### config.mk
export PLATFORM = sky130hd
export DESIGN_NAME = pds_seg_ctrl
export DESIGN_NICKNAME = d
export VERILOG_FILES = /design/src/rtl/pds_pkg.sv /design/src/rtl/pds_pg_sync.sv /design/src/rtl/pds_b_seq.sv /design/src/rtl/pds_cg_override.sv /design/src/rtl/pds_iso_clamp.sv /design/src/rtl/pds_seg_ctrl.sv
export SDC_FILE = /design/constraint.sdc
export NUM_CORES = 1
export LEC_CHECK = 0
export BUFFER_PORTS_ARGS = -buffer_cell sky130_fd_sc_hd__buf_4
export CAP_MARGIN = 10
export CORE_MARGIN = 3
export CORE_UTILIZATION = 40
export CTS_CLUSTER_DIAMETER = 80
export DETAILED_ROUTE_END_ITERATION = 7
export PLACE_DENSITY = 0.7
export SYNTH_ARGS = -nofsm -noshare
export SYNTH_HDL_FRONTEND = slang
export SYNTH_HIERARCHICAL = 1
export SYNTH_SLANG_ARGS = --single-unit
### constraint.sdc
create_clock -name clk -period 5.6 [get_ports clk]
set_input_delay 0.84 -clock clk [delete_from_list [all_inputs] [get_ports clk]]
set_output_delay 0.84 -clock clk [all_outputs]
set_load 0.005 [all_outputs]
### src/rtl/pds_pkg.sv
package pds_pkg;

    // Power sequence of the switchable domain
    typedef enum logic [1:0] {
        B_OFF    = 2'd0,
        B_WAKE   = 2'd1,
        B_ON_ISO = 2'd2,
        B_ON     = 2'd3
    } bdom_state_e;

    // Scan path routing decision
    typedef struct packed {
        logic full;     // segment B joins behind segment A
        logic bypass;   // segment B skipped
    } route_t;

    function automatic route_t pick_route(input logic full_mode, input logic seg_ok);
        route_t r;
        r.full   = full_mode & seg_ok;
        r.bypass = ~r.full;
        return r;
    endfunction

    function automatic logic seg_live(input bdom_state_e s);
        return (s == B_ON_ISO) || (s == B_ON);
    endfunction

endpackage

### src/rtl/pds_pg_sync.sv
module pds_pg_sync #(
    parameter int STAGES = 2
) (
    input  logic clk,
    input  logic rst,
    input  logic d_async,
    output logic q_sync
);
    localparam int LAST = STAGES - 1;

    logic [LAST:0] chain;

    generate
        for (genvar i = 0; i < STAGES; i++) begin : g_stage
            if (i == 0) begin : g_first
                always_ff @(posedge clk) begin
                    if (rst) chain[0] <= 1'b0;
                    else     chain[0] <= d_async;
                end
            end else begin : g_next
                always_ff @(posedge clk) begin
                    if (rst) chain[i] <= 1'b0;
                    else     chain[i] <= chain[i-1];
                end
            end
        end
    endgenerate

    assign q_sync = chain[LAST];
endmodule

### src/rtl/pds_b_seq.sv
module pds_b_seq
    import pds_pkg::*;
#(
    parameter int CNT_W = 8
) (
    input  logic             clk,
    input  logic             rst,
    input  logic             req,
    input  logic             pg_sync,
    input  logic [CNT_W-1:0] settle,
    output logic             seg_ok,
    output logic             iso_en
);
    bdom_state_e      st, st_nx;
    logic [CNT_W-1:0] cnt, cnt_nx;
    logic             stay_up;

    assign stay_up = req & pg_sync;

    always_comb begin
        st_nx  = st;
        cnt_nx = cnt;
        unique case (st)
            B_OFF: begin
                cnt_nx = '0;
                if (stay_up) st_nx = B_WAKE;
            end
            B_WAKE: begin
                if (!stay_up) begin
                    st_nx  = B_OFF;
                    cnt_nx = '0;
                end else if (cnt >= settle) begin
                    st_nx = B_ON_ISO;
                end else begin
                    cnt_nx = cnt + 1'b1;
                end
            end
            B_ON_ISO: begin
                if (!stay_up) st_nx = B_OFF;
                else          st_nx = B_ON;
            end
            B_ON: begin
                if (!stay_up) st_nx = B_OFF;
            end
            default: st_nx = B_OFF;
        endcase
    end

    always_ff @(posedge clk) begin
        if (rst) begin
            st  <= B_OFF;
            cnt <= '0;
        end else begin
            st  <= st_nx;
            cnt <= cnt_nx;
        end
    end

    // request removal acts at once; state only widens the window
    assign seg_ok = req & seg_live(st);
    assign iso_en = ~req | (st != B_ON);

    // full release only from the isolated-on step
    a_r4_release_after_enable: assert property (@(posedge clk) disable iff (rst)
        (st == B_ON && $past(st) != B_ON) |-> $past(st) == B_ON_ISO);

    // enabling needs the synchronized power-good
    a_r2_enable_needs_pg: assert property (@(posedge clk) disable iff (rst)
        (seg_live(st) && !$past(seg_live(st))) |-> $past(pg_sync));

    // a lost power-good always restarts the sequence
    a_r10_restart: assert property (@(posedge clk) disable iff (rst)
        (st == B_WAKE && !pg_sync) |=> (st == B_OFF && cnt == '0));
endmodule

### src/rtl/pds_cg_override.sv
module pds_cg_override #(
    parameter int NCG = 4
) (
    input  logic [NCG-1:0] func_en,
    input  logic           scan_en,
    output logic [NCG-1:0] gate_en
);
    generate
        for (genvar i = 0; i < NCG; i++) begin : g_cg
            assign gate_en[i] = func_en[i] | scan_en;
        end
    endgenerate
endmodule

### src/rtl/pds_iso_clamp.sv
module pds_iso_clamp #(
    parameter int NISO = 8
) (
    input  logic            iso_en,
    input  logic            clamp_val,
    input  logic [NISO-1:0] d_in,
    output logic [NISO-1:0] d_out
);
    generate
        for (genvar i = 0; i < NISO; i++) begin : g_iso
            assign d_out[i] = iso_en ? clamp_val : d_in[i];
        end
    endgenerate
endmodule

### src/rtl/pds_seg_ctrl.sv
module pds_seg_ctrl
    import pds_pkg::*;
#(
    parameter int NCG         = 4,
    parameter int NISO        = 8,
    parameter int CNT_W       = 8,
    parameter int SYNC_STAGES = 2
) (
    input  logic             clk,
    input  logic             rst,
    input  logic             b_pwr_req,
    input  logic             b_pwr_good,
    input  logic             scan_en,
    input  logic             full_mode,
    input  logic [CNT_W-1:0] settle_cycles,
    input  logic             clamp_val,
    input  logic [NCG-1:0]   func_cg_en,
    input  logic [NISO-1:0]  b_func_out,
    input  logic             seg_a_so,
    input  logic             seg_b_so,
    output logic             se_a,
    output logic             se_b,
    output logic [NCG-1:0]   cg_en,
    output logic             iso_en,
    output logic [NISO-1:0]  b_iso_out,
    output logic             bypass_sel,
    output logic             seg_b_si,
    output logic             scan_out
);
    logic   pg_sync;
    logic   seg_ok;
    route_t rt;

    pds_pg_sync #(.STAGES(SYNC_STAGES)) u_sync (
        .clk     (clk),
        .rst     (rst),
        .d_async (b_pwr_good),
        .q_sync  (pg_sync)
    );

    pds_b_seq #(.CNT_W(CNT_W)) u_seq (
        .clk     (clk),
        .rst     (rst),
        .req     (b_pwr_req),
        .pg_sync (pg_sync),
        .settle  (settle_cycles),
        .seg_ok  (seg_ok),
        .iso_en  (iso_en)
    );

    pds_cg_override #(.NCG(NCG)) u_cg (
        .func_en (func_cg_en),
        .scan_en (scan_en),
        .gate_en (cg_en)
    );

    pds_iso_clamp #(.NISO(NISO)) u_iso (
        .iso_en    (iso_en),
        .clamp_val (clamp_val),
        .d_in      (b_func_out),
        .d_out     (b_iso_out)
    );

    assign rt         = pick_route(full_mode, seg_ok);
    assign se_a       = scan_en;
    assign se_b       = scan_en & rt.full;
    assign bypass_sel = rt.bypass;
    assign seg_b_si   = rt.full & seg_a_so;
    assign scan_out   = rt.full ? seg_b_so : seg_a_so;

    // segment B never shifts without global enable or in bypass
    a_r1_se_b_gated: assert property (@(posedge clk) disable iff (rst)
        se_b |-> (scan_en && !bypass_sel));

    // no shifting of B while its request is withdrawn
    a_r3_req_drop: assert property (@(posedge clk) disable iff (rst)
        !b_pwr_req |-> (!se_b && iso_en));

    // clamped outputs never unknown and at the clamp level
    a_r5_clamp: assert property (@(posedge clk) disable iff (rst)
        iso_en |-> (b_iso_out == {NISO{clamp_val}}));

    // shift keeps every gate open
    a_r6_gates_open: assert property (@(posedge clk) disable iff (rst)
        scan_en |-> (&cg_en));

    // reset leaves B isolated and skipped
    a_r8_reset: assert property (@(posedge clk)
        $past(rst) |-> (iso_en && bypass_sel && !se_b));
endmodule

**After elaboration in Yosys (flattened, before gate mapping)**

Cells that the tools add are included.

- Register bits after elaboration: 12
- Latch bits: 0
- RAM bits: 0
- Bits in read-only memories: 0
- Input bits: 29
- Logic and storage cells: 49
- Memories: 0

- Add/sub/neg operators: 1
- Multipliers: 0
- Divide/modulo/power cells: 0
- $lt $le $gt $ge: 1
- Equal/unequal tests: 8
- Shift operators: 0
- Muxes and demuxes: 18
- Bitwise logic cells: 12
- Reduce and logical (&&, ||, !) cells: 5

Operators with widths:

| operator | count |
|---|---|
| $mux 8 | 2 |
| $pmux 8 s2 | 1 |
| $mux 2 | 5 |
| $mux 1 | 9 |
| $add 8x1->8 const B | 1 |
| $ge 8x8->1 | 1 |
| $pmux 2 s4 | 1 |
| $ne 3x3->1 const B | 2 |
| $and 1x1->1 | 5 |
| $or 1x1->1 | 5 |
| $eq 2x2->1 const B | 2 |
| $ne 2x2->1 const B | 2 |
| $reduce_and 3->1 | 1 |
| $eq 2x1->1 const B | 1 |
| $logic_not 2->1 | 1 |
| $ne 2x1->1 const B | 1 |
| $not 1->1 | 2 |
| $reduce_and 2->1 | 1 |
| $reduce_bool 2->1 | 1 |
| $logic_or 1x1->1 | 1 |

**Logic depth before layout (Yosys ltp)**

- Depth after elaboration: 5
- Mapped depth: 8
- Depth with buffers taken out: 7

**Cells and area by module**

Netlist, hierarchy kept.

By module, submodules not included:

| module | instances | cells each | area each (sq um) |
|---|---|---|---|
| pds_b_seq | 1 | 92 | 775.7 |
| pds_iso_clamp | 1 | 9 | 131.4 |
| pds_pg_sync | 1 | 4 | 52.6 |
| pds_seg_ctrl | 1 | 5 | 43.8 |
| pds_cg_override | 1 | 4 | 25.0 |

**Worst setup path before layout**

OpenSTA, ideal clock, no wires.

- Path kind: in2out
- Start: in b_pwr_req
- End: out b_iso_out[0]
- Data arrival time: 1.593 ns
- Path slack: 3.167 ns
- Stages: 4
- Path buffers: 1
- Path through: and2_1 -> nand2_1 -> buf_6 -> mux2_4

- Word-level cells in the longest chain between the ends: 3

Ends and longest elaborated chain:

| what | line | text |
|---|---|---|
| start, declared | pds_seg_ctrl.sv:11 | `input logic b_pwr_req,` |
| $not 1->1 | pds_b_seq.sv:61 | `assign iso_en = ~req \| (st != B_ON);` |
| $or 1x1->1 | pds_b_seq.sv:61 |  |
| via iso_en | pds_seg_ctrl.sv:24 | `output logic iso_en,` |
| $mux 1 | pds_iso_clamp.sv:11 | `assign d_out[i] = iso_en ? clamp_val : d_in[i];` |
| end, declared | pds_seg_ctrl.sv:25 | `output logic [NISO-1:0] b_iso_out,` |

The timed path passes the listed nets, and every way through them passes these cells.

**Final worst setup path**

- Start: in b_pwr_req
- End: out b_iso_out[4]

- Word-level cells in the longest chain between the ends: 3

Ends and longest elaborated chain:

| what | line |
|---|---|
| $not 1->1 | pds_b_seq.sv:61 |
| $or 1x1->1 | pds_b_seq.sv:61 |
| $mux 1 | pds_iso_clamp.sv:11 |

No other way between the ends.

==> flow_summary.json <==
{
  "netlist_instances": 114,
  "grt_max_degree": 14,
  "synth-async-reset-ratio": 0,
  "ctsHoldBuffers": 0,
  "vias": 1019,
  "rsz0062_at_grt": "no",
  "worst-path-buf-inv": 2,
  "final_layout_size_suffix_gt1_frac": 0.415,
  "coreArea_um2": 2320,
  "antenna_found_initial": 0,
  "run_status": "complete, no violations",
  "dr.pass1.iters": 4,
  "synth_top_flop_cell": "dfxtp_1",
  "cts.clk_slew.worst_paths_ps": 80,
  "die_w_um": 56.7,
  "clock_skew_ps": 4.72,
  "globalRouteMet2Util": 0.323,
  "wl_um": 2740,
  "n_antenna_cell": 0,
  "cts_resized": 0,
  "holdWs_ps": 451,
  "cts_tree": "built",
  "p_leak_nw": 0.669,
  "yosysUniqueCellTypes": 38,
  "ys_seq_area_frac": 0.234,
  "yosysTopAreaCell": "dfxtp_1",
  "critical_path_arrival_ps": 2050,
  "via_per_inst": 5.45,
  "io_buffers": 46,
  "cp_top_family": "simple AND/OR/NAND/NOR gates",
  "peakVddDrop_mv": 0.105,
  "crit_fanout": 9,
  "fin_crit_sh": 0.516,
  "io_pins": 47,
  "cts_buffers": 3,
  "powerDensity_nw_per_um2": 140,
  "path_common_cell": "buf_4",
  "syn-cell-area_um2": 1030,
  "clock_latency_ps": 270,
  "design_area_um2": 1410,
  "timing.fmax_mhz": 346,
  "synth_area_leaders": "dfxtp_1, mux2_4, ha_1, nand2_1, inv_1",
  "setup_viol": 0,
  "nets": 198,
  "worst_slew_margin_rel": 0.323,
  "min_path_type": "register to register",
  "final.min_clock_period_ps": 2890,
  "drc": 0,
  "cp_slowest_cell": "nand2_1",
  "crit_path_start_kind": "primary input",
  "tightest_slew_ps": 1010,
  "grt_use_total": 0.170,
  "finalMaxSlewViolations": 0,
  "htreeDepth": 1,
  "maxCapViolCount": 0,
  "synth_edf_count": 0,
  "finalHoldViolCount": 0,
  "grt_use_met3": 0.0368,
  "dpl-instance-area_um2": 1370,
  "gp_congestion": 0.809,
  "row_count": 17,
  "synth_top_area_frac": 0.234,
  "cts_buffer_depth": 2,
  "tns_ps": 0,
  "grt_pass1_vias": 944,
  "area_delta_synth_final_pct": 36.9,
  "dpl.hpwl_um": 2250,
  "crit_type": "primary input to primary output",
  "critical_path_required_ps": 4760,
  "postCtsSetupRepairBufs": 0,
  "grt-busiest-layer": "met2",
  "yosys_warnings": 6,
  "end_kind": "primary output",
  "crit_chain": "buf_4, and2_1, nand2_1, mux2_4, buf_4",
  "cts-root-buf": "clkbuf_4",
  "grt_pass1_wl_um": 4390,
  "ys_ff_latch": 12,
  "overflow": 0,
  "ant_nets": 0,
  "fillers": 214,
  "synth.avg_cell_area_um2": 9.02,
  "drt_iter0_markers": 22,
  "wl_per_cell_um": 14.7,
  "max_stage_delay_ps": 400,
  "met1_usage": 0.183,
  "die_y_um": 56.7,
  "die-area_um2": 3220,
  "syn_nets": 152,
  "cts.sinks": 12,
  "start_util": 0.444
}
[final cells by class]
cell class | instances | area, um2 | area share
Multi-Input combinational cell | 87 | 713 | 0.507
Timing Repair Buffer | 46 | 345 | 0.245
Sequential cell | 12 | 240 | 0.171
Inverter | 10 | 37.5 | 0.0267
Clock buffer | 4 | 36.3 | 0.0258
Tap cell | 28 | 35.0 | 0.0249
[per-stage QoR]
step | worst slack [ps] | std cells | utilization | total power, W
final | 2710 | 187 | 0.607 | 0.000197
after global routing | 2680 | 187 | 0.607 | 0.000207
after CTS | 2720 | 187 | 0.607 | 0.000200
after detailed placement | 2720 | 183 | 0.591 | 0.000130
after global placement | 2790 | 183 | 0.591 | 0.000128
after floorplan | 3170 | 114 | - | 0.000104
[synth_stat cells (2+ instances only)]
| cell type | count |
|---|---|
| o32ai_1 | 2 |
| a211oi_1 | 2 |
| mux2i_1 | 2 |
| o311ai_0 | 2 |
| mux2_4 | 9 |
| nand2b_1 | 2 |
| or2_1 | 4 |
| and3_2 | 2 |
| nand3_1 | 4 |
| dfxtp_1 | 12 |
| a2111o_1 | 3 |
| nand2_1 | 14 |
| nor2b_1 | 3 |
| ha_1 | 9 |
| nor2_1 | 4 |
| a21oi_1 | 6 |
| o21a_1 | 2 |
| clkbuf_1 | 2 |
| buf_6 | 2 |
| inv_1 | 10 |
[final timing paths]
kind                   startpoint            end  slack [ps]  cells after the start
setup / recovery        b_pwr_req   b_iso_out[4]        2710                      5
hold / removal    u_sync/chain[0]  u_sync/q_sync         450                      1
setup reg to reg     u_seq/cnt[0]   u_seq/cnt[0]        3260                      7
hold reg to reg   u_sync/chain[0]  u_sync/q_sync         450                      1
[flip-flops by register name, summed over array words and instances (netlist names)]
signal,count
u_sync/q_sync,1
u_sync/chain,1
u_seq/st,2
u_seq/cnt,8
[worst register-to-register path: stages (launching register included)]
cell and delay [ps]:
dfxtp_1 370, inv_1 90, ha_1 270, nand2b_4 120
a2111oi_4 80, o31ai_2 850, a21oi_1 220, o32ai_1 250
[layout by cell type, fill, tap and decap left out, types with 3 or more instances in the layout]
cell type	instances
buf_4	46
clkbuf_4	3
nand3_1	4
mux2_4	9
or2_1	4
dfxtp_1	12
ha_1	9
a21oi_1	6
nor2_1	4
nor2b_1	3
nand2_1	14
a2111o_1	3
inv_1	10
[power breakdown]
group          switching (W)  total [W]  leakage, nW  internal, W
combinational      0.0000136  0.0000411        0.551    0.0000275
sequential       0.000000475  0.0000865       0.0971    0.0000860
clock              0.0000294  0.0000689       0.0210    0.0000395
[kinds of logic (layout without fill, tap and decap cells)]
family                     Yosys count  count (layout)  synth area share
adders and majority gates            9               9             0.109
buffers and inverters               15              60            0.0730
muxes                               11              11             0.151
AOI/OAI and AO/OA                   24              24             0.202
DFF                                 12              12             0.234
and+or+nand+nor                     43              43             0.231
[per-layer routing]
layer  vias to the layer above  wire, um
li1                        505         -
met1                       461      1040
met2                        51      1440
met3                         2       249
met4                         0        14
met5                         -         0
Note: power is estimated with default switching activity, not from simulation.
